`src/rtl/xcvr_pkg.sv`:
```
package xcvr_pkg;

   typedef enum logic {
      SRC_LIVE = 1'b0,
      SRC_HELD = 1'b1
   } src_e;

   function automatic logic loop_hazard(input logic fwd_on, input logic rev_on,
                                        input src_e fwd_src, input src_e rev_src);
      return fwd_on && rev_on && (fwd_src == SRC_LIVE) && (rev_src == SRC_LIVE);
   endfunction

endpackage

```
`src/rtl/xcvr_edge.sv`:
```
module xcvr_edge #(
   parameter int SYNC_STAGES = 0
) (
   input  logic clk,
   input  logic rst,
   input  logic strobe,
   output logic rise
);
   localparam int MAX_STAGES = 3;

   logic seen;
   logic last;

   generate
      if (SYNC_STAGES < 0 || SYNC_STAGES > MAX_STAGES) begin : g_bad_stages
         $error("xcvr_edge: SYNC_STAGES out of range");
      end
      if (SYNC_STAGES == 0) begin : g_direct
         assign seen = strobe;
      end else begin : g_sync
         logic [SYNC_STAGES-1:0] chain;
         always_ff @(posedge clk) begin
            if (rst) chain <= '0;
            else     chain <= {chain[SYNC_STAGES-2 >= 0 ? SYNC_STAGES-2 : 0:0], strobe} & {SYNC_STAGES{1'b1}};
         end
         assign seen = chain[SYNC_STAGES-1];
      end
   endgenerate

   always_ff @(posedge clk) begin
      if (rst) last <= 1'b0;
      else     last <= seen;
   end

   assign rise = seen && !last;

   assert_single_pulse_R3: assert property (@(posedge clk) disable iff (rst)
      rise |=> !rise);

endmodule

```
`src/rtl/xcvr_store.sv`:
```
module xcvr_store #(
   parameter int WIDTH = 8
) (
   input  logic             clk,
   input  logic             rst,
   input  logic             load,
   input  logic [WIDTH-1:0] d,
   output logic [WIDTH-1:0] q
);
   generate
      if (WIDTH < 1) begin : g_bad_width
         $error("xcvr_store: WIDTH must be positive");
      end
   endgenerate

   always_ff @(posedge clk) begin
      if (rst)       q <= '0;
      else if (load) q <= d;
   end

   assert_capture_R1: assert property (@(posedge clk) disable iff (rst)
      load |=> q == $past(d));
   assert_hold_R3: assert property (@(posedge clk) disable iff (rst)
      !load |=> $stable(q));

endmodule

```
`src/rtl/xcvr_path.sv`:
```
module xcvr_path
   import xcvr_pkg::*;
#(
   parameter int WIDTH = 8
) (
   input  logic             sel_held,
   input  logic [WIDTH-1:0] live,
   input  logic [WIDTH-1:0] held,
   output logic [WIDTH-1:0] y
);
   src_e src;
   assign src = src_e'(sel_held);

   always_comb begin
      unique case (src)
         SRC_HELD: y = held;
         default:  y = live;
      endcase
   end
endmodule

```
`src/rtl/xcvr_guard.sv`:
```
module xcvr_guard
   import xcvr_pkg::*;
(
   input  logic clk,
   input  logic rst,
   input  logic fwd_en,
   input  logic rev_en_n,
   input  logic sel_fwd_held,
   input  logic sel_rev_held,
   output logic fwd_oe,
   output logic rev_oe,
   output logic err
);
   assign err    = loop_hazard(fwd_en, !rev_en_n, src_e'(sel_fwd_held), src_e'(sel_rev_held));
   assign fwd_oe = fwd_en && !err;
   assign rev_oe = !rev_en_n && !err;

   assert_err_blocks_drive_R8: assert property (@(posedge clk) disable iff (rst)
      err |-> (!fwd_oe && !rev_oe));
   assert_never_both_live_R8: assert property (@(posedge clk) disable iff (rst)
      (fwd_oe && rev_oe) |-> (sel_fwd_held || sel_rev_held));

endmodule

```
`src/rtl/bidir_reg_xcvr.sv`:
```
module bidir_reg_xcvr #(
   parameter int WIDTH       = 8,
   parameter int SYNC_STAGES = 0
) (
   input  logic             clk,
   input  logic             rst,
   input  logic [WIDTH-1:0] a_in,
   output logic [WIDTH-1:0] a_out,
   output logic             a_oe,
   input  logic [WIDTH-1:0] b_in,
   output logic [WIDTH-1:0] b_out,
   output logic             b_oe,
   input  logic             cap_fwd,
   input  logic             cap_rev,
   input  logic             fwd_en,
   input  logic             rev_en_n,
   input  logic             sel_fwd_held,
   input  logic             sel_rev_held,
   output logic             loop_err
);
   localparam int NDIR = 2;
   localparam int FWD  = 0;
   localparam int REV  = 1;

   logic [NDIR-1:0]            strobe;
   logic [NDIR-1:0]            rise;
   logic [NDIR-1:0]            sel;
   logic [NDIR-1:0][WIDTH-1:0] src_bus;
   logic [NDIR-1:0][WIDTH-1:0] held;
   logic [NDIR-1:0][WIDTH-1:0] drv;

   assign strobe  = {cap_rev, cap_fwd};
   assign sel     = {sel_rev_held, sel_fwd_held};
   assign src_bus[FWD] = a_in;
   assign src_bus[REV] = b_in;

   generate
      for (genvar g = 0; g < NDIR; g++) begin : g_dir
         xcvr_edge #(.SYNC_STAGES(SYNC_STAGES)) u_edge (
            .clk(clk), .rst(rst), .strobe(strobe[g]), .rise(rise[g]));
         xcvr_store #(.WIDTH(WIDTH)) u_store (
            .clk(clk), .rst(rst), .load(rise[g]), .d(src_bus[g]), .q(held[g]));
         xcvr_path #(.WIDTH(WIDTH)) u_path (
            .sel_held(sel[g]), .live(src_bus[g]), .held(held[g]), .y(drv[g]));
      end
   endgenerate

   assign b_out = drv[FWD];
   assign a_out = drv[REV];

   xcvr_guard u_guard (
      .clk(clk), .rst(rst),
      .fwd_en(fwd_en), .rev_en_n(rev_en_n),
      .sel_fwd_held(sel_fwd_held), .sel_rev_held(sel_rev_held),
      .fwd_oe(b_oe), .rev_oe(a_oe), .err(loop_err));

   assert_held_out_stable_R1: assert property (@(posedge clk) disable iff (rst)
      (!$past(rst) && !$past(rise[FWD]) && sel_fwd_held && $past(sel_fwd_held))
         |-> $stable(b_out));
   assert_held_out_stable_R2: assert property (@(posedge clk) disable iff (rst)
      (!$past(rst) && !$past(rise[REV]) && sel_rev_held && $past(sel_rev_held))
         |-> $stable(a_out));

endmodule

```
`config.mk`:
```
export PLATFORM = sky130hd
export DESIGN_NAME = bidir_reg_xcvr
export DESIGN_NICKNAME = d
export VERILOG_FILES = /design/src/rtl/xcvr_pkg.sv /design/src/rtl/xcvr_edge.sv /design/src/rtl/xcvr_store.sv /design/src/rtl/xcvr_path.sv /design/src/rtl/xcvr_guard.sv /design/src/rtl/bidir_reg_xcvr.sv
export SDC_FILE = /design/constraint.sdc
export NUM_CORES = 1
export LEC_CHECK = 0
export ABC_AREA = 1
export ABC_CLOCK_PERIOD_IN_PS = 2400
export CORE_MARGIN = 5
export CORE_UTILIZATION = 44
export DETAILED_ROUTE_END_ITERATION = 12
export PLACE_DENSITY = 0.92
export SETUP_SLACK_MARGIN = 0.5
export SLEW_MARGIN = 5
export SYNTH_ARGS = -nofsm -noshare
export SYNTH_HDL_FRONTEND = slang
export SYNTH_SLANG_ARGS = --single-unit
```
`constraint.sdc`:
```
create_clock -name clk -period 2.4 [get_ports clk]
set_clock_uncertainty 0.15 [all_clocks]
set_input_delay 0.48 -clock clk [delete_from_list [all_inputs] [get_ports clk]]
set_output_delay 0.48 -clock clk [all_outputs]
set_load 0.05 [all_outputs]
```
=== Word level (Yosys, flattened, before mapping) ===
Cells that the tools add are included.

* Register bits after elaboration: 18
* Input bits: 24
* Output and inout bits: 19
* Logic and storage cells: 19

* Mux-type cells: 2
* Bitwise operators: 2
* Reduce and logical (&&, ||, !) cells: 11

{| class="wikitable"
|+ Operator list
! operator !! count
|-
| 2-to-1 mux 8 bit || 2
|-
| logical AND 1 bit || 7
|-
| zero test 1 bit || 4
|-
| NOT 1 bit || 2
|}

=== Logic depth before layout (Yosys ltp) ===
* Depth after elaboration: 6
* Mapped depth: 5
* Mapped depth without buffers: 4

=== Modules after synthesis ===
A second synthesis with hierarchy kept.

* Cell total of the unflattened synthesis: 169
* Area total of the unflattened synthesis: 989.7 µm²

{| class="wikitable"
|+ Modules (own cells, without submodules)
! module !! times used !! cells an instance !! area an instance (µm²) !! sequential area each (µm²)
|-
| xcvr_store || 2 || 51 || 341.6 || 160.2
|-
| xcvr_path || 2 || 26 || 105.1 || 0.0
|-
| xcvr_edge || 2 || 4 || 31.3 || 20.0
|-
| xcvr_guard || 1 || 7 || 33.8 || 0.0
|}

=== Worst setup path before layout ===
No wires, ideal clock.

* Kind: input-to-output
* Start point: input sel_rev_held
* End point: output a_out[5]
* Arrival time: 1.510 ns
* Data required time: 1.770 ns
* Slack: 0.260 ns
* Cell stages on the path: 3
* Buffers on the path: 2
* Path through: buf_2 buf_4 o21ai_1

* Longest elaborated chain between the ends: 1

{| class="wikitable"
|+ Ends and longest elaborated chain
! element !! RTL line !! source
|-
| from (decl) || bidir_reg_xcvr.sv:18 || <nowiki>input logic sel_rev_held,</nowiki>
|-
| 2-to-1 mux 8 bit || xcvr_path.sv:15 || <nowiki>unique case (src)</nowiki>
|-
| to (decl) || bidir_reg_xcvr.sv:8 || <nowiki>output logic [WIDTH-1:0] a_out,</nowiki>
|}

Every way passes these cells.

=== Worst setup path after layout ===
* Start point: input rev_en_n
* End point: output b_oe

* Longest elaborated chain between the ends: 6

{| class="wikitable"
|+ Ends and longest elaborated chain
! element !! RTL line !! source
|-
| from (decl) || bidir_reg_xcvr.sv:16 || <nowiki>input logic rev_en_n,</nowiki>
|-
| zero test 1 bit || xcvr_guard.sv:14 || <nowiki>assign err = loop_hazard(fwd_en, !rev_en_n, src_e'(sel_fwd_held), src_e'(sel_rev_held));</nowiki>
|-
| logical AND 1 bit (3 in series) || xcvr_pkg.sv:10 || <nowiki>return fwd_on && rev_on && (fwd_src == SRC_LIVE) && (rev_src == SRC_LIVE);</nowiki>
|-
| zero test 1 bit || xcvr_guard.sv:15 || <nowiki>assign fwd_oe = fwd_en && !err;</nowiki>
|-
| logical AND 1 bit || xcvr_guard.sv:15 ||
|-
| to (decl) || bidir_reg_xcvr.sv:12 || <nowiki>output logic b_oe,</nowiki>
|}

Every way passes these cells.

==> run metrics <==
result of the run=finished clean; Crit Path Category=input pin to primary output; hold_sp=g_dir[0].u_store.q[3]; worst path arrival time=1.20 ns; total internal power=0.0005878 W; Reg power frac=36.5%; fmax=546.4 MHz; r2r setup slk=1.35 ns; post-synthesis register bit count=18; mux contribution to synthesized area=0%; yosys warns=0; CTS Buf Count=3; number of global-route vias before repair=1,193; CTS sink count=18; cell taking the most area after synthesis=dfxtp_1; syn avg cell area=6.314 um^2; Seq/Total Area, Yosys=37.55%; delay-heaviest family, CP=buffers and inverters; compound-gate portion of the synthesized area=9.648%; Die Ht=56.70 um; Final nets=222; RSZ-0062 raised after global routing=false; Static Leak=0.8445 nW; minimum clock period=1.830 ns; post-DR wirelength/cell=16.56 um; TNS Setup=0 ns; initial core utilization=44.67%; DRC viols=0; first-pass GRT wire length=6168 um; Multi-input gate area=599.3 um^2; Area Overhead vs Synth=86.70%; number of distinct library cells after synthesis=15; routed vias=1,196; Bufs on Longest Clock Path=2; XOR/XNOR Fraction of Synth Area=0%; setup ws final=0.5699 ns; sw power=0.0003315 W; Core ar.=0.002148 mm^2; buffers and inverters on the worst path=3; Worst setup startpoint=rev_en_n; cell area after synthesis=959.7 um^2; crit-path max cell delay=0.22 ns; max_cap viols=0; antenna violations before repair=0; syn nets=176; cell count after synthesis=152; CP max FO=2; final setup fails=0; post-synthesis adder-cell area fraction=0%; depth of the worst hold-timing path=2; Clock Power Share=20.5%; root buffer cell=clkbuf_4; largest family of logic cells by synthesized area=simple AND/OR/NAND/NOR gates; CTS tree=built; slowest cell on the critical path=clkdlybuf4s15_1; Final Max Tran Viols=0; Routed Antenna Nets=0; Comb pwr share=43.0%; switch share=36.06%; routability cong.=0.8337; largest net degree at the start of global routing=17; Die Wd=56.70 um; CTS clk-pin slew, worst paths=0.10 ns; sequential cell area=360.3 um^2; drt pass-1 iters=4; Setup crit start kind=input pin; nature of the critical path endpoint=primary output; H-tree Lvls=1; Post-DP HPWL=2268 um; Std-Cell Rows=17; cts hold-fix bufs=0; final period utilization=76.25%; DR iter-0 viols=73; commonest non-fill, non-tap cell in the layout=nor2_1; RR Endpoint=g_dir[0].u_store.q[1]; crit path cell chain=clkdlybuf4s15_1, nor2_2, buf_4, a21boi_4, buf_12; Reg2Reg Launch Point=g_dir[0].u_edge.last; vias per inst=5.316; share of layout cells above drive strength 1=38.07%; Total Power=0.0009193 W; IO Count=43; Peak VDD IR=0.4628 mV; most frequent cells in the layout=nor2_1 (35), nand2_1 (32), buf_12 (21), inv_2 (20), dfxtp_1 (18); Yosys top cell area share=37.55%; Area contributors post-synth=dfxtp_1 (38%), nor2_1 (14%), nand2_1 (13%); Die ar.=0.003215 mm^2; reg2reg path depth=3; clock latency at the later pin of the worst-skew pair=0.29 ns; diode count=0; Final Hold Viols=0; gr usage total=24.78%; P per Cell Area=513.1 mW/mm^2; required time of the critical path=1.77 ns; pin slew with the least headroom to its limit=0.4226 ns; Hold Path Class=flip-flop to flip-flop; GRT overflow=0; Layout fillers=128; pre-CTS WS=0.2003 ns; worst min-delay path endpoint=g_dir[0].u_store.q[3]; relative slew slack=71.74%; number of I/O port buffers=42; simple-gate share of the synthesized area=37.94%; total wire length=3727 um
synth_stat cells, drive strengths merged:
cell	instances
nor2	38
nand2	32
inv	22
dfxtp	18
nand3	16
o21ai	16
buf	7
a21boi	1
a21oi	1
and3	1
power groups by stage:
stage                     Sequential [W]  Combinational (W)  Clock (W)
final                           0.000336           0.000395   0.000188
after global routing            0.000338           0.000414   0.000200
after CTS                       0.000334           0.000385   0.000190
after detailed placement        0.000341           0.000360          0
after global placement          0.000339           0.000347          0
after floorplan                 0.000337           0.000187          0
registers in the layout (all words and copies together) (netlist names):
signal and flops:
g_dir.u_edge.last 2, g_dir.u_store.q 16
worst max path at each step:
stage | cells past startpoint | to | slack [ns]
2_1_floorplan | 3 | a_out[5] | 0.26
5_1_grt | 4 | loop_err | 0.52
6_report | 5 | b_oe | 0.57
3_5_place_dp | 5 | a_out[5] | 0.20
4_1_cts | 4 | a_out[5] | 0.46
3_3_place_gp | 5 | a_oe | 0.23
routing by layer:
layer	GRT usage (%)	up-vias	share of wire [%]
met5	0	-	0
met4	12.20	0	4.7
met3	2.989	18	6.0
met2	46.04	69	54
met1	27.11	554	35
li1	-	555	-
cell families after synthesis:
| family | Yosys count |
|---|---|
| flip-flops | 18 |
| AO/OA/AOI/OAI | 18 |
| AND/OR/NAND/NOR | 87 |
| buffers and inverters | 29 |
area by class of cell:
class / count / share of cell area (%)
sequential: 18 / 20.11
inverter: 22 / 4.888
tap: 28 / 1.955
clock buffer: 4 / 2.025
multi-input combinational: 105 / 33.45
timing repair buffer: 48 / 37.57
tightest hold or removal path: cells and delay by family, from the launching register on:
family        cells  cell delay (ns)
simple gates      2             0.14
flops             1             0.32
what timing repair did:
item / CTS / global route
pin swaps: 17 / 1
endpoints found under the setup margin: 19 / 10
gates cloned: 1 / 0
buffers inserted: 3 / 0
resized for setup: 58 / 4
stage by stage:
step	utilization, %	instance area (um^2)	std cells	hold WS [ns]
after detailed placement	75.77	1628	217	0.3286
after global routing	83.40	1792	225	0.3779
after floorplan	-	997.2	152	0.3049
after CTS	83.46	1793	225	0.3437
after global placement	75.77	1628	217	0.3147
final	83.40	1792	225	0.3431
Power figures use the tool's default switching activity.
